[config.mk]
export PLATFORM = sky130hd
export DESIGN_NAME = sup_reset_ctrl
export DESIGN_NICKNAME = d
export VERILOG_FILES = /design/src/rtl/sup_pkg.sv /design/src/rtl/sup_sync.sv /design/src/rtl/sup_debounce.sv /design/src/rtl/sup_hold.sv /design/src/rtl/sup_watchdog.sv /design/src/rtl/sup_reset_ctrl.sv
export SDC_FILE = /design/constraint.sdc
export NUM_CORES = 1
export LEC_CHECK = 0
export BUFFER_PORTS_ARGS = -buffer_cell sky130_fd_sc_hd__buf_4
export CORE_ASPECT_RATIO = 0.8
export CORE_MARGIN = 5
export CORE_UTILIZATION = 50
export DETAILED_ROUTE_END_ITERATION = 10
export HOLD_SLACK_MARGIN = 0.15
export PLACE_DENSITY = 0.77
export SYNTH_ARGS = -nofsm -noshare
export SYNTH_HDL_FRONTEND = slang
export SYNTH_SLANG_ARGS = --single-unit
[constraint.sdc]
create_clock -name clk -period 1.96 [get_ports clk]
set_input_delay 0.196 -clock clk [delete_from_list [all_inputs] [get_ports clk]]
set_output_delay 0.196 -clock clk [all_outputs]
set_load 0.1 [all_outputs]
[src/rtl/sup_pkg.sv]
package sup_pkg;

  // period select codes; the spare code behaves as the long setting
  typedef enum logic [1:0] {
    WD_SHORT = 2'b00,
    WD_MID   = 2'b01,
    WD_LONG  = 2'b10,
    WD_SPARE = 2'b11
  } wd_sel_e;

  // watchdog period in ticks for a select code
  function automatic int unsigned wd_period(input logic [1:0] sel,
                                            input int unsigned p0,
                                            input int unsigned p1,
                                            input int unsigned p2);
    case (sel)
      WD_SHORT: return p0;
      WD_MID:   return p1;
      default:  return p2;
    endcase
  endfunction

  function automatic int unsigned max3(input int unsigned a,
                                       input int unsigned b,
                                       input int unsigned c);
    int unsigned m;
    m = (a > b) ? a : b;
    return (m > c) ? m : c;
  endfunction

endpackage

[src/rtl/sup_sync.sv]
module sup_sync #(
  parameter int unsigned    W       = 1,
  parameter logic [W-1:0]   RST_VAL = '0
) (
  input  logic         clk,
  input  logic         rst_n,
  input  logic [W-1:0] d_async,
  output logic [W-1:0] q_sync
);
  logic [W-1:0] stage1;

  always_ff @(posedge clk or negedge rst_n) begin
    if (!rst_n) begin
      stage1 <= RST_VAL;
      q_sync <= RST_VAL;
    end else begin
      stage1 <= d_async;
      q_sync <= stage1;
    end
  end
endmodule

[src/rtl/sup_debounce.sv]
module sup_debounce #(
  parameter int unsigned DEB_TICKS = 20
) (
  input  logic clk,
  input  logic rst_n,
  input  logic tick,
  input  logic level,
  output logic clean
);
  localparam int unsigned DW = (DEB_TICKS < 2) ? 1 : $clog2(DEB_TICKS + 1);
  localparam logic [DW-1:0] LAST = DW'(DEB_TICKS - 1);

  logic [DW-1:0] run_cnt;

  // the new level is taken only after DEB_TICKS ticks in a row that differ
  always_ff @(posedge clk or negedge rst_n) begin
    if (!rst_n) begin
      clean   <= 1'b1;
      run_cnt <= '0;
    end else if (level == clean) begin
      run_cnt <= '0;
    end else if (tick) begin
      if (run_cnt == LAST) begin
        clean   <= level;
        run_cnt <= '0;
      end else begin
        run_cnt <= run_cnt + 1'b1;
      end
    end
  end
endmodule

[src/rtl/sup_hold.sv]
module sup_hold #(
  parameter int unsigned HOLD_TICKS = 250
) (
  input  logic clk,
  input  logic rst_n,
  input  logic tick,
  input  logic cause,
  output logic rst_q,
  output logic rst_nq
);
  localparam int unsigned HW = (HOLD_TICKS < 2) ? 1 : $clog2(HOLD_TICKS + 1);
  localparam logic [HW-1:0] LAST = HW'(HOLD_TICKS - 1);

  logic [HW-1:0] cnt, cnt_nxt;
  logic          act_nxt;

  // any cause clears the stretch count; counting runs only with no cause
  always_comb begin
    act_nxt = rst_q;
    cnt_nxt = cnt;
    if (cause) begin
      act_nxt = 1'b1;
      cnt_nxt = '0;
    end else if (rst_q && tick) begin
      if (cnt == LAST) begin
        act_nxt = 1'b0;
        cnt_nxt = '0;
      end else begin
        cnt_nxt = cnt + 1'b1;
      end
    end
  end

  // each output polarity has its own flop
  always_ff @(posedge clk or negedge rst_n) begin
    if (!rst_n) begin
      rst_q  <= 1'b1;
      rst_nq <= 1'b0;
      cnt    <= '0;
    end else begin
      rst_q  <= act_nxt;
      rst_nq <= ~act_nxt;
      cnt    <= cnt_nxt;
    end
  end
endmodule

[src/rtl/sup_watchdog.sv]
module sup_watchdog
  import sup_pkg::*;
#(
  parameter int unsigned P0 = 150,
  parameter int unsigned P1 = 600,
  parameter int unsigned P2 = 1200,
  parameter int unsigned CW = 11
) (
  input  logic          clk,
  input  logic          rst_n,
  input  logic          tick,
  input  logic          hold,
  input  logic          kick,
  input  logic [1:0]    sel,
  output logic          fire,
  output logic [CW-1:0] count
);
  logic [CW-1:0] period;

  assign period = CW'(wd_period(sel, P0, P1, P2));
  assign fire   = !hold && !kick && tick && (count == CW'(1));

  always_ff @(posedge clk or negedge rst_n) begin
    if (!rst_n) begin
      count <= CW'(P0);
    end else if (hold || kick || fire) begin
      count <= period;
    end else if (tick) begin
      count <= count - 1'b1;
    end
  end
endmodule

[src/rtl/sup_reset_ctrl.sv]
module sup_reset_ctrl
  import sup_pkg::*;
#(
  parameter int unsigned HOLD_TICKS = 250,
  parameter int unsigned DEB_TICKS  = 20,
  parameter int unsigned WD_TICKS_0 = 150,
  parameter int unsigned WD_TICKS_1 = 600,
  parameter int unsigned WD_TICKS_2 = 1200
) (
  input  logic       clk,
  input  logic       rst_n,
  input  logic       tick_ms,
  input  logic       pwr_fail,
  input  logic       btn_n,
  input  logic       strobe,
  input  logic [1:0] wd_sel,
  output logic       sys_rst,
  output logic       sys_rst_n
);
  localparam int unsigned WD_MAX = max3(WD_TICKS_0, WD_TICKS_1, WD_TICKS_2);
  localparam int unsigned WD_CW  = $clog2(WD_MAX + 1);

  // named internal events
  logic             pf_sync, pb_sync, st_sync, st_prev;
  logic             st_fall, pb_clean, wd_fire, rst_cause;
  logic [WD_CW-1:0] wd_count;

  sup_sync #(.W(3), .RST_VAL(3'b010)) u_sync (
    .clk     (clk),
    .rst_n   (rst_n),
    .d_async ({pwr_fail, btn_n, strobe}),
    .q_sync  ({pf_sync, pb_sync, st_sync})
  );

  always_ff @(posedge clk or negedge rst_n) begin
    if (!rst_n) st_prev <= 1'b0;
    else        st_prev <= st_sync;
  end

  assign st_fall = st_prev & ~st_sync;

  sup_debounce #(.DEB_TICKS(DEB_TICKS)) u_deb (
    .clk   (clk),
    .rst_n (rst_n),
    .tick  (tick_ms),
    .level (pb_sync),
    .clean (pb_clean)
  );

  assign rst_cause = pf_sync | ~pb_clean | wd_fire;

  sup_hold #(.HOLD_TICKS(HOLD_TICKS)) u_hold (
    .clk    (clk),
    .rst_n  (rst_n),
    .tick   (tick_ms),
    .cause  (rst_cause),
    .rst_q  (sys_rst),
    .rst_nq (sys_rst_n)
  );

  sup_watchdog #(
    .P0(WD_TICKS_0), .P1(WD_TICKS_1), .P2(WD_TICKS_2), .CW(WD_CW)
  ) u_wd (
    .clk   (clk),
    .rst_n (rst_n),
    .tick  (tick_ms),
    .hold  (sys_rst),
    .kick  (st_fall),
    .sel   (wd_sel),
    .fire  (wd_fire),
    .count (wd_count)
  );
endmodule

# Word-level counts from Yosys, hierarchy flattened
# Index checks and enable logic that the tools add are counted.
# totals
regBits,34
latchBits,0
ramBits,0
mem_bits_ro,0
input_bits,8
out_inout_bits,2
word_cells,49
memories,0
# op_classes
add_sub_neg,3
multipliers,0
div,0
magnitude_cmp,0
eq_ne,5
shifts,0
n_mux,12
bitwise,7
reduce_logical,13
# op_table
op,n
2-to-1 mux 8 bit,3
2-to-1 mux 11 bit,2
case mux 11 bit (2 select lines),1
2-to-1 mux 5 bit,3
"== test 11 x 1 -> 1 bit, second input constant",1
"subtractor 11 x 1 -> 11 bit, second input constant",1
"adder 8 x 1 -> 8 bit, second input constant",1
"== test 8 bit, second input constant",1
nonzero test 2 bit,3
"adder 5 x 1 -> 5 bit, second input constant",1
"== test 5 bit, second input constant",1
logical AND 1 bit,4
inverter 1 bit,4
2-to-1 mux 1 bit,3
AND reduction 3 bit,1
"== test 2 x 1 -> 1 bit, second input constant",1
zero test 1 bit,2
zero test 2 bit,1
logical OR 1 bit,2
bitwise OR 1 bit,2
AND 1 bit,1
== test 1 bit,1

# Depth between registers and ports, before layout
# Gate-level depths: netlist (run 1).
# logic_depth
depth_word,9
depth_mapped,6
depth_no_buf,6

# Cells and area by module
# From an unflattened synthesis (run 1), not the netlist that was laid out.
# hier_totals
hier_cells,155
hier_area_um2,1654.1
# by_module_without_submodules
mod,instances,cells_each,area_per_inst_um2,seq_area_each_um2
sup_watchdog,1,64,621.8,280.3
sup_hold,1,53,520.5,251.5
sup_debounce,1,29,319.1,151.4
sup_sync,1,6,152.6,152.6
sup_reset_ctrl,1,3,40.0,25.0

# Worst setup path before layout (run 1)
# OpenSTA, ideal clock, no wires.
# synth_timing
path_type,reg-to-reg
startpoint,register u_hold.rst_q
endpoint,register u_hold.cnt[6]
setup_ns,0.099
t_arrival_ns,1.637
required_ns,1.861
slack_ns,0.224
path_stages_with_launch,5
n_path_buf,0
synth_period_minus_slack_ns,1.736
cell_sequence,dfstp_2 nand2_1 nor2_1 a31oi_1 a311oi_1
# synth_between
elab_chain_len,6
word_cells_on_any_way,8
cone_classes,mux (1); bitwise (1); reduce/logical (6)
# synth_lines
item,line_no,text
"start, declared",sup_hold.sv:8,"output logic rst_q,"
"start signal, assigned",sup_hold.sv:41,rst_q <= act_nxt;
zero test 1 bit,sup_watchdog.sv:21,assign fire = !hold && !kick && tick && (count == CW'(1));
logical AND 1 bit (3 in a row),sup_watchdog.sv:21,
bitwise OR 1 bit,sup_reset_ctrl.sv:50,assign rst_cause = pf_sync | ~pb_clean | wd_fire;
2-to-1 mux 8 bit / nonzero test 2 bit (equally long branches),n/a,
"end signal, assigned",sup_hold.sv:43,cnt <= cnt_nxt;
"end, declared",sup_hold.sv:14,"logic [HW-1:0] cnt, cnt_nxt;"
# Several ways; a longest one is shown, not always the timed one.
# A chain may end at the register's enable or synchronous reset.

# Final worst setup path (run 1)
# layout_timing
startpoint,register u_wd.count[1]
endpoint,register u_wd.count[2]
# layout_between
elab_chain_len,4
word_cells_on_any_way,7
cone_classes,add/sub (1); eq/ne (1); mux (2); reduce/logical (3)
# layout_lines
item,line_no,text
"start, declared",sup_watchdog.sv:16,output logic [CW-1:0] count
"start signal, assigned",sup_watchdog.sv:25,count <= CW'(P0);
"start signal, assigned",sup_watchdog.sv:27,count <= period;
"start signal, assigned",sup_watchdog.sv:29,count <= count - 1'b1;
branches (longest 4 deep; another with subtractor 11 x 1 -> 11 bit),n/a,
# Several ways; the timed one is not identified. The select of a mux whose other input is x is not followed.

==> results.md, run 1 <==
Global routing:
- The number of global-route vias before repair is 1300.
- The residual overflow from global routing is 0.
- The overall global routing resource usage is 15.9%.
- The first global-routing pass estimated between 6000 and 7000 um of wire.
- The initial antenna violation count is 0.
- The pin count of the biggest net entering global routing is 35.

Yosys:
- The share of the Yosys chip area taken by registers is 48.5%.
- The number of storage elements in the synthesis netlist is 34.
- After Yosys synthesis, full adders, half adders and majority gates account for 3.52% of the synthesized area.
- The number of instances in the synthesized netlist is approximately 170.
- The top flip-flop cell by instance count after synthesis is sky130_fd_sc_hd__dfrtp_1.
- The number of nets handed over by synthesis was roughly 190.
- Of the total synthesized cell area, the portion taken by XOR and XNOR cells is a little under 4%.
- The proportion of synthesized area in mux cells is 1.27%.
- The async set or reset register ratio after synthesis is 100%.
- Summing the areas of all and, or, nand and nor instances in the mapped netlist gives 26.6% of the synthesized area.
- In this run the mean area of a mapped cell was 10.3 sq um.
- After synthesis, the largest family of logic cells by area is simple AND/OR/NAND/NOR gates.
- Yosys mapped the design onto 47 distinct sky130hd cell types.
- The total standard cell area after synthesis is 0.00178 sq mm.
- The number of synthesis warnings is 0.
- The share of the synthesized area in compound gates (AO/OA/AOI/OAI) is 14.4%.
- The number of flops mapped to enable cells by yosys is 0.

Drt:
- The first detailed-routing pass ran for 5 iterations.
- After detailed routing, the total wire length is 3460 um.
- For this block, the initial DRC count from the detailed router was 54.
- The average routed wire per standard cell is 14.9 um.
- The detailed-route vias per instance is 5.78.
- The vias after detailed routing is 1340.
- The count of nets left with antenna violations once routing finished came out at 0.
- The number of DRC violations after detailed routing is 0.

STA:
- Setup violations remaining at the end of the flow were counted as 0.
- The final critical path takes up between 90% and 100% of the cycle.
- Based on the critical path, the design can be clocked at up to approximately 560 MHz.
- The clock arrives with 0.00455 ns of skew.
- At the pin with the least slew margin, the transition time is 0.727 ns.
- The max-slew violation count was 0.
- The final hold violation count is 0.
- The worst pin sits at a relative slew slack of 51.5%.
- For the final routed database, the setup TNS stands at 0 ns.
- After layout, the minimum clock period comes to 1.80 ns.
- Setup repair after global routing left no endpoint under its margin.

CTS:
- The root buffer cell chosen for the clock tree is sky130_fd_sc_hd__clkbuf_8.
- The clock tree from TritonCTS is built.
- The clock sink count is 34.
- The total clock buffers created by CTS is 5.
- The post-CTS setup buffer count is 0.
- The longest clock path from root to sink contains 2 buffers.
- The total number of H-tree levels is 2.
- The later pin in the worst-skew pair is clocked with a latency of approximately 0.29 ns.
- After clock tree synthesis, the clock-pin slew on the worst setup and hold paths is 0.07 ns.

Layout:
- The final design instance area without fill is about 0.0021 sq mm.
- The area taken by flip-flops and latches is 861 sq um.
- The combined area of the multi-input logic cells is about 900 sq um.
- After the last flow step, the layout net total stands at 202.
- The number of diodes added for antenna fixing is 0.
- The post-route netlist has 19.5% of its cells at a drive strength greater than 1.
- The growth of design area from synthesis to finish is 15.8%.
- The number of fill cells is 301.

Floorplanning:
- The overall die area is 0.00485 sq mm.
- The vertical die dimension is 63.3 um.
- 10 I/O pins were placed.
- In this run the horizontal extent of the chip is about 77 um.
- The number of cell rows is 19.
- The core box area is 0.00342 sq mm.
- Once the floorplan was initialized, standard cells occupied approximately 52% of the core.

Setup path:
- The endpoint kind of the worst setup timing path is a flip-flop.
- The critical register-to-register path startpoint is u_wd.count[1]$_DFFE_PN1P_.
- The critical path required time is 2.19 ns.
- The kind of start point of the critical path is a flip-flop.
- For the worst flop-to-flop path, the logic depth is 6.
- The arrival time of data at the critical path endpoint is 2.03 ns.
- The endpoint identified for the worst register-to-register timing path is u_wd.count[2]$_DFFE_PN1P_.
- The internal reg-to-reg setup slack is 0.16 ns.
- Along the worst path, the maximum fanout reaches 9.
- The worst setup path is of the flip-flop to flip-flop kind.

Placement:
- The congestion estimate from routability-driven global placement came to roughly 0.84.
- The number of buffer cells added on primary ports is 9.
- The HPWL after detailed placement is 2310 um.
- In this run the cell area measured after placement is 0.00188 sq mm.

Outcome:
- The run finished with clean final reports.

Hold path:
- The worst hold-check path type is input port to flip-flop.
- The cell depth of the worst min-delay path is 3.
- The launch point of the worst hold path is wd_sel[0].
- The worst hold endpoint is u_wd.count[1]$_DFFE_PN1P_.

Power:
- The standby leakage power is between 0.0007 and 0.0008 uW.
- VDD sags by at most 480 uV.
- Dividing total power by cell area gives a power density of around 720 mW/mm^2.

Flow run:
- The max-cap violation count is 0.
## per-stage QoR
stage,power (uW),setup slack [ns],utilization (%),cells,hold slack (ns)
2_1_floorplan,806,0.224,-,172,-0.0996
3_3_place_gp,841,0.278,55.0,220,0.152
3_5_place_dp,846,0.207,55.0,220,0.158
4_1_cts,1500,0.156,59.5,232,0.163
5_1_grt,1550,0.0255,60.1,232,0.180
6_report,1480,0.161,60.1,232,0.177
## repair_timing
item	4_1_cts	5_1_grt
gates resized for setup	0	2
hold buffers	4	0
endpoints found under the hold margin	30	0
setup endpoints to repair	0	1
## registers in the layout, indices dropped and copies added (netlist names)
name,count
u_hold.cnt,8
u_sync.q_sync,3
u_deb.run_cnt,5
u_deb.clean,1
u_hold.rst_nq,1
u_hold.rst_q,1
u_sync.stage1,3
u_wd.count,11
st_prev,1
## worst max-delay path: stages, from the launching register on
cell	delay, ns
sky130_fd_sc_hd__dfstp_2	0.39
sky130_fd_sc_hd__inv_1	0.10
sky130_fd_sc_hd__ha_1	0.16
sky130_fd_sc_hd__nor4b_4	0.28
sky130_fd_sc_hd__nand4_4	0.24
sky130_fd_sc_hd__a21oi_1	0.37
sky130_fd_sc_hd__a22o_1	0.20
## cell type report
class / count / share of cell area, %
clock buffers: 5 / 3.34
clock inverters: 3 / 2.19
inverters: 5 / 0.912
multi-input cells: 130 / 44.0
flip-flops and latches: 34 / 41.8
well taps: 42 / 2.55
repair buffers: 13 / 5.23
## synth_stat cells, types with 3 or more instances
| master | number | area share (%) |
|---|---|---|
| sky130_fd_sc_hd__nor2_1 | 15 | 3.2 |
| sky130_fd_sc_hd__nand2_1 | 20 | 4.2 |
| sky130_fd_sc_hd__a21oi_1 | 12 | 3.4 |
| sky130_fd_sc_hd__dfstp_2 | 8 | 12 |
| sky130_fd_sc_hd__or3_1 | 3 | 1.1 |
| sky130_fd_sc_hd__a311oi_1 | 4 | 2.0 |
| sky130_fd_sc_hd__nand4_1 | 4 | 1.4 |
| sky130_fd_sc_hd__xor2_1 | 4 | 2.0 |
| sky130_fd_sc_hd__ha_1 | 5 | 3.5 |
| sky130_fd_sc_hd__nor3_1 | 4 | 1.1 |
| sky130_fd_sc_hd__nand3_1 | 8 | 2.3 |
| sky130_fd_sc_hd__nor2b_1 | 4 | 1.4 |
| sky130_fd_sc_hd__xnor2_1 | 4 | 2.0 |
| sky130_fd_sc_hd__inv_1 | 5 | 1.1 |
| sky130_fd_sc_hd__dfrtp_1 | 26 | 37 |
| sky130_fd_sc_hd__o21ai_0 | 6 | 1.7 |
## layer usage
layer | up-vias | track usage, % | share of wire (%)
li1 | 661 | - | -
met1 | 639 | 20.2 | 45
met2 | 35 | 25.7 | 48
met3 | 5 | 4.27 | 4.5
met4 | 0 | 6.55 | 1.6
met5 | - | 0 | 0
## how the worst max path moves through the flow
stage | start | end | slack [ns]
finish | u_wd.count[1]$_DFFE_PN1P_ | u_wd.count[2]$_DFFE_PN1P_ | 0.16
detailed placement | u_wd.count[1]$_DFFE_PN1P_ | u_hold.cnt[7]$_DFFE_PN0P_ | 0.21
floorplan | u_hold.rst_q$_DFF_PN1_ | u_hold.cnt[6]$_DFFE_PN0P_ | 0.22
global placement | u_wd.count[0]$_DFFE_PN0P_ | u_hold.cnt[1]$_DFFE_PN0P_ | 0.28
global route | u_wd.count[1]$_DFFE_PN1P_ | u_wd.count[2]$_DFFE_PN1P_ | 0.03
CTS | u_wd.count[1]$_DFFE_PN1P_ | u_wd.count[7]$_DFFE_PN1P_ | 0.16
## cell usage in the layout (no fill, tap or decap), drive strengths merged, types with 2 or more instances in the layout
cell / n
or3: 3
mux2: 2
nand2b: 2
inv: 5
nand4: 5
xnor2: 4
clkbuf: 5
clkinvlp: 2
a21o: 2
nor2b: 4
ha: 5
xor2: 4
and2: 2
a311oi: 4
buf: 9
dlygate4sd3: 4
nand3b: 2
nor3: 6
a31oi: 2
a21oi: 12
nand2: 20
o21ai: 7
o211ai: 2
nand4b: 2
nand3: 8
dfrtp: 26
nor2: 15
dfstp: 8
## cell families after synthesis
kind of cell             count (synthesis)
AND/OR/NAND/NOR                         78
AO/OA/AOI/OAI                           37
flip-flops                              34
XOR/XNOR                                 8
buffers and inverters                    8
adder cells (fa/ha/maj)                  5
multiplexers                             2
## power breakdown
part,switching (uW),internal (uW)
registers,18.7,725
logic,55.7,40.3
clock network,261,378
Note: power is estimated with default switching activity, not from simulation.
==> run 2: changes to the inputs <==
--- a/config.mk
+++ b/config.mk
@@ -8,10 +8,10 @@
 export BUFFER_PORTS_ARGS = -buffer_cell sky130_fd_sc_hd__buf_4
 export CORE_ASPECT_RATIO = 0.8
 export CORE_MARGIN = 5
-export CORE_UTILIZATION = 50
+export CORE_UTILIZATION = 59
 export DETAILED_ROUTE_END_ITERATION = 10
 export HOLD_SLACK_MARGIN = 0.15
-export PLACE_DENSITY = 0.77
+export PLACE_DENSITY = 0.87
 export SYNTH_ARGS = -nofsm -noshare
 export SYNTH_HDL_FRONTEND = slang
 export SYNTH_SLANG_ARGS = --single-unit
==> results.md, run 2 (synthesis results as in run 1) <==
Layout:
- The most flop-heavy register is u_wd.count.
- The number of fill cells is roughly 210.
- The largest registers in the layout are u_wd.count: 11 flops, u_hold.cnt: 8 flops, u_deb.run_cnt: 5 flops.
- Across the whole layout, storage elements account for 861 sq um.
- In the layout the commonest cells are sky130_fd_sc_hd__dfrtp_1, sky130_fd_sc_hd__nand2_1, sky130_fd_sc_hd__nor2_1, sky130_fd_sc_hd__a21oi_1, sky130_fd_sc_hd__buf_4.
- The most common library cell in the layout ignoring fill and taps is sky130_fd_sc_hd__dfrtp_1.
- The combined area of the multi-input logic cells is 892 sq um.
- The growth of design area from synthesis to finish is 14.0%.
- The register with the most flip-flops in the layout has 11 of them.
- The count of cells in the finished layout, fillers not included, comes to 229.
- For this run, the post-layout net count is about 200.
- The number of diodes added for antenna fixing is 0.
- The proportion of layout cells with a drive suffix above 1 is 19.4%.

CTS:
- No sink is reached through more buffers than the 2 on the longest clock path.
- After clock tree synthesis, the clock-pin slew on the worst setup and hold paths is approximately 0.060 ns.
- The post-CTS setup buffer count is 0.
- Buffers inserted during clock tree synthesis total 5.
- For the worst-skew pair, the clock arrives at the later sink with an insertion delay of 0.28 ns.
- Counting every sink on the clock net gives 34.
- The total number of H-tree levels is 2.
- The clock tree from TritonCTS is built.
- The clock tree root buffer cell is sky130_fd_sc_hd__clkbuf_8.

Floorplanning:
- In this run the standard cell core region covers 0.00283 sq mm.
- The number of cell rows is 17.
- The vertical die dimension is 59.1 um.
- The initial core utilization is 62.8%.
- In this run the horizontal extent of the chip is 71.4 um.
- The overall die area is 0.00422 sq mm.
- The number of I/O pins is 10.

STA:
- The setup clock skew after layout is 0.00206 ns.
- The post-route fraction of the period consumed by the critical path is 91.6%.
- The actual slew at the worst max-slew pin is 0.468 ns.
- The max-slew violation count is 0.
- The accumulated negative setup slack is 0 ns.
- The post-layout minimum cycle time is 1.79 ns.
- Setup violations remaining at the end of the flow were counted as 0.
- The normalized max-slew margin is 68.5%.
- Setup repair after global routing left no endpoint under its margin.
- The final hold violation count is 0.
- The highest attainable clock frequency is 557 MHz.

Setup path:
- The type of the worst setup path is flip-flop to flip-flop.
- In this run the worst path has a maximum fanout of 9.
- Data on the critical path is required at its endpoint by 2.18 ns.
- Across all register-to-register paths, the minimum setup slack is 0.17 ns.
- The worst setup path is captured at a flip-flop.
- STA classifies the critical path startpoint as a flip-flop.
- The arrival time of data at the critical path endpoint is approximately 2.0 ns.

Drt:
- The average routed wire per standard cell is 16.8 um.
- In this run the remaining antenna-violating nets after routing total 0.
- The detailed-route vias per instance is about 6.1.
- The routed design has 3860 um of wire.
- The vias after detailed routing is 1386.
- For this run, the detailed router's first-pass iteration total came to 4.
- The number of DRC violations after detailed routing is 0.
- The initial DRC count is 95.

Global routing:
- Entering global routing, the biggest net connects 35 pins.
- The initial antenna violation count is 0.
- After global routing the overflow that remains totals 0.
- The number of global-route vias before repair is 1470.
- The overall global routing resource usage is 21.2%.
- The first global-routing pass estimated roughly 6700 um of wire.

Power:
- Net switching is 22.9% of the power.
- In this run, flip-flops and latches consume a little over half of the power.
- In this run the power spent charging and discharging nets is 312 uW.
- The combinational share of power is slightly above 7%.
- The design internal power is 1050 uW.
- For this design the static power due to leakage is roughly 0.00079 uW.
- Of the total power, the clock network draws 38.1%.
- Dividing total power by cell area gives a power density of roughly 670 mW/mm^2.
- VDD sags by at most 589 uV.

Hold path:
- The worst hold-check path type is input port to flip-flop.

Placement:
- The number of placed cells counting well taps is 217.
- Once detailed placement completed, the half-perimeter wirelength came to 2770 um.
- The congestion estimate from routability-driven global placement came to between 0.8 and 0.9.
- The count of buffers added on input and output ports is 9.

Outcome:
- The flow ran to the end, and the final reports show no timing, DRC or antenna violations.

Flow run:
- Across the run, the number of max-cap violations was 0.
==> run 2: repair_timing <==
action	CTS	global route
endpoints found under the hold margin	29	0
endpoints found under the setup margin	0	8
gates resized for setup	0	1
hold buffers	4	0
==> run 2: final timing paths <==
kind                                            start                         end  cells after the start
max in group asynchronous                       rst_n  u_sync.stage1[1]$_DFF_PN1_                      2
setup reg to reg            u_wd.count[1]$_DFFE_PN1P_   u_wd.count[7]$_DFFE_PN1P_                      6
min in group asynchronous                       rst_n           st_prev$_DFF_PN0_                      2
hold / removal                              wd_sel[0]   u_wd.count[1]$_DFFE_PN1P_                      3
setup / recovery            u_wd.count[1]$_DFFE_PN1P_   u_wd.count[7]$_DFFE_PN1P_                      6
hold reg to reg            u_sync.stage1[0]$_DFF_PN0_  u_sync.q_sync[0]$_DFF_PN0_                      0
==> run 2: final cells by class <==
type                    count  share of cell area (%)
flip-flops and latches     34                    42.5
multi-input cells         130                    44.0
inverters                   5                   0.926
clock buffers               7                    4.26
repair buffers             14                    5.68
clock inverters             1                   0.247
well taps                  38                    2.35
==> run 2: layer usage <==
| metal | routed length (um) | global-route usage, % |
|---|---|---|
| met1 | 1570 | 23.5 |
| met3 | 185 | 6.10 |
| met5 | 0 | 0 |
| met4 | 122 | 12.9 |
| met2 | 1970 | 36.3 |
==> run 2: worst max-delay path, cell delays in order, from the launching register on <==
cell	delay, ns
sky130_fd_sc_hd__dfstp_2	0.39
sky130_fd_sc_hd__inv_1	0.10
sky130_fd_sc_hd__ha_1	0.16
sky130_fd_sc_hd__nor4b_4	0.30
sky130_fd_sc_hd__nand4_4	0.23
sky130_fd_sc_hd__a2111oi_2	0.39
sky130_fd_sc_hd__a2bb2oi_2	0.16
==> run 2: through the flow <==
step                instance area (sq um)  utilization (%)  total power, uW  setup WS (ns)  hold slack (ns)
floorplan                            1780                -              806          0.224          -0.0996
global route                         2030             71.6             1430        0.00850            0.186
finish                               2030             71.6             1360          0.165            0.193
global placement                     1890             66.7              840          0.280            0.151
detailed placement                   1890             66.7              848          0.130            0.158
CTS                                  2020             71.3             1380          0.117            0.181
==> run 2: power by group through the flow <==
stage               combinational (uW)  clock [uW]  sequential, uW
floorplan                         53.6           0             752
global placement                  85.3           0             755
detailed placement                90.8           0             757
CTS                               97.8         533             745
global route                       109         571             747
finish                            98.1         518             745
==> run 3: changes to the inputs <==
--- a/config.mk
+++ b/config.mk
@@ -6,7 +6,6 @@
 export NUM_CORES = 1
 export LEC_CHECK = 0
 export BUFFER_PORTS_ARGS = -buffer_cell sky130_fd_sc_hd__buf_4
-export CORE_ASPECT_RATIO = 0.8
 export CORE_MARGIN = 5
 export CORE_UTILIZATION = 59
 export DETAILED_ROUTE_END_ITERATION = 10
==> results.md, run 3 (synthesis results as in run 1) <==
STA:
- The setup clock skew after layout is 0.00904 ns.
- The clock period could shrink to 1.80 ns.
- After layout, the worst path uses 92.1% of the clock period.
- The max-slew violation count came to 0.
- The actual slew at the worst max-slew pin is 0.447 ns.
- The highest attainable clock frequency is 554 MHz.
- The worst pin sits at a relative slew slack of 70.2%.
- Setup violations remaining at the end of the flow were counted as 0.
- The final hold slack is 0.283 ns.
- The final hold violation count is 0.
- Setup repair after global routing left no endpoint under its margin.
- The accumulated negative setup slack is 0 ns.

Placement:
- The number of buffer cells added on primary ports is 9.
- After legalization and detailed placement, the total HPWL measured around 2500 um.
- The congestion estimate from routability-driven global placement came to about 0.83.

CTS:
- TritonCTS built the clock tree.
- The clock tree root buffer cell is sky130_fd_sc_hd__clkbuf_4.
- At the later pin of the worst-skew pair, clock insertion delay measures 0.33 ns.
- The clock sink count is 34.
- The clock passes through at most 2 buffers.
- The quantity of gates resized following cts is 0.
- The total number of H-tree levels is 2.
- The total clock buffers created by CTS is 5.
- After clock tree synthesis, the clock-pin slew on the worst setup and hold paths is 0.10 ns.

Drt:
- The first detailed-routing pass ran for 4 iterations.
- The average routed wire per standard cell is about 16 um.
- The final layout contains routed wiring with a total length of around 3600 um.
- The number of DRC violations after detailed routing is 0.
- The routed layout has 1383 vias.
- The first routing iteration left 72 violations.
- The detail route stage leaves a number of antenna-violating nets equal to 0.
- The detailed-route vias per instance is 6.12.

Flow run:
- The tool flagged a number of max-cap violations equal to 0.

Floorplanning:
- The die covers between 0.004 and 0.005 sq mm.
- The die width is 64.9 um.
- The number of cell rows is 20.
- The initial core utilization is between 50% and 60%.
- The floorplan step set the die height to 64.9 um.
- The core box area is 0.00298 sq mm.
- The number of I/O pins is 10.

Setup path:
- STA classifies the critical path endpoint as a flip-flop.
- The kind of start point of the critical path is a flip-flop.
- The arrival time of data at the critical path endpoint is 2.01 ns.
- The type of the worst setup path is flip-flop to flip-flop.
- STA puts the critical path data required time at 2.16 ns.
- In this run the worst path has a maximum fanout of 10.

Layout:
- The most common library cell in the layout ignoring fill and taps is sky130_fd_sc_hd__dfrtp_1.
- The most flop-heavy register is u_wd.count.
- The number of diodes added for antenna fixing is 0.
- The register with the most flip-flops in the layout has 11 of them.
- The core utilization of the finished layout is 67.2%.
- The growth of design area from synthesis to finish is 12.6%.
- In the final layout, the share of cells above drive strength 1 is 19.2%.
- At the end of the flow, the number of nets in the layout was 205.
- The library cells used most frequently in the layout, excluding fill and tap cells, are sky130_fd_sc_hd__dfrtp_1, sky130_fd_sc_hd__nand2_1, sky130_fd_sc_hd__nor2_1, sky130_fd_sc_hd__a21oi_1, sky130_fd_sc_hd__buf_4.
- In the final layout, the registers with the most flip-flops are u_wd.count: 11 flops, u_hold.cnt: 8 flops, u_deb.run_cnt: 5 flops.

Global routing:
- The residual overflow from global routing is 0.
- For this run, the total global-route usage over all layers was measured as 19.7%.
- The initial antenna violation count came to 0.
- The first global-routing pass estimated 6350 um of wire.
- Entering global routing, the biggest net connects 35 pins.
- The number of global-route vias before repair is 1431.

Hold path:
- The path class of the tightest hold or removal check is input port to flip-flop.

Power:
- The peak supply drop is 412 uV.
- The standby leakage power is between 0.0007 and 0.0008 uW.
- After layout, the design draws a total of 1240 uW.
- For this design the ratio of total power to cell area is between 600 and 700 mW/mm^2.

Outcome:
- The flow ran to the end, and the final reports show no timing, DRC or antenna violations.
## run 3: cell count changes in the layout (fill, tap and decap cells not counted)
cell and delta:
sky130_fd_sc_hd__clkbuf_8 -5, sky130_fd_sc_hd__o21ai_4 -1, sky130_fd_sc_hd__dlygate4sd3_1 +2, sky130_fd_sc_hd__o21ai_2 +1
sky130_fd_sc_hd__clkbuf_4 +5
## run 3: cell type report
type,instances,area (sq um)
Fill cell,236,977
Multi-Input combinational cell,130,885
Sequential cell,34,861
Timing Repair Buffer,16,135
Clock buffer,7,55.1
Tap cell,33,41.3
Inverter,5,18.8
Clock inverter,1,5.00
## run 3: critical path: stages, from the launching register on
cell	delay [ns]
sky130_fd_sc_hd__dfrtp_1	0.46
sky130_fd_sc_hd__ha_1	0.19
sky130_fd_sc_hd__nor4b_4	0.29
sky130_fd_sc_hd__nand4_4	0.21
sky130_fd_sc_hd__o21ai_2	0.43
sky130_fd_sc_hd__a311oi_1	0.10
## run 3: path summary, 6_finish.rpt
kind,endpoint,startpoint,slack [ns],cells after the start
max in group asynchronous,u_wd.count[4]$_DFFE_PN1P_,rst_n,1.29,2
hold reg to reg,u_sync.q_sync[1]$_DFF_PN1_,u_sync.stage1[1]$_DFF_PN1_,0.36,0
hold / removal,u_deb.run_cnt[1]$_DFFE_PN0P_,tick_ms,0.28,3
min in group asynchronous,u_wd.count[10]$_DFFE_PN0P_,rst_n,0.33,2
setup / recovery,u_hold.cnt[6]$_DFFE_PN0P_,u_wd.count[0]$_DFFE_PN0P_,0.16,5
setup reg to reg,u_hold.cnt[6]$_DFFE_PN0P_,u_wd.count[0]$_DFFE_PN0P_,0.16,5
## run 3: what timing repair did
action                    4_1_cts  5_1_grt
buffers inserted                0        0
hold buffers                    6        0
hold endpoints to repair       38        0
## run 3: power by group
group          internal [uW]  switching [uW]  total [uW]
clock                    174             225         399
sequential               725            19.0         744
combinational           42.9            56.3        99.1
total                    941             301        1240
## run 3: per-layer routing
metal / vias up / share of wire [%] / track usage [%]
met5: - / 0 / 0
met4: 0 / 3.5 / 11.1
met3: 13 / 4.4 / 4.51
met2: 39 / 50 / 32.6
met1: 670 / 42 / 23.5
li1: 661 / - / -
## run 3: through the flow
stage | cells | worst slack (ns) | instance area, sq um
finish | 226 | 0.156 | 2000
global route | 226 | 0.0114 | 2000
CTS | 226 | 0.153 | 2000
detailed placement | 212 | 0.155 | 1880
global placement | 212 | 0.258 | 1880
floorplan | 172 | 0.224 | 1780
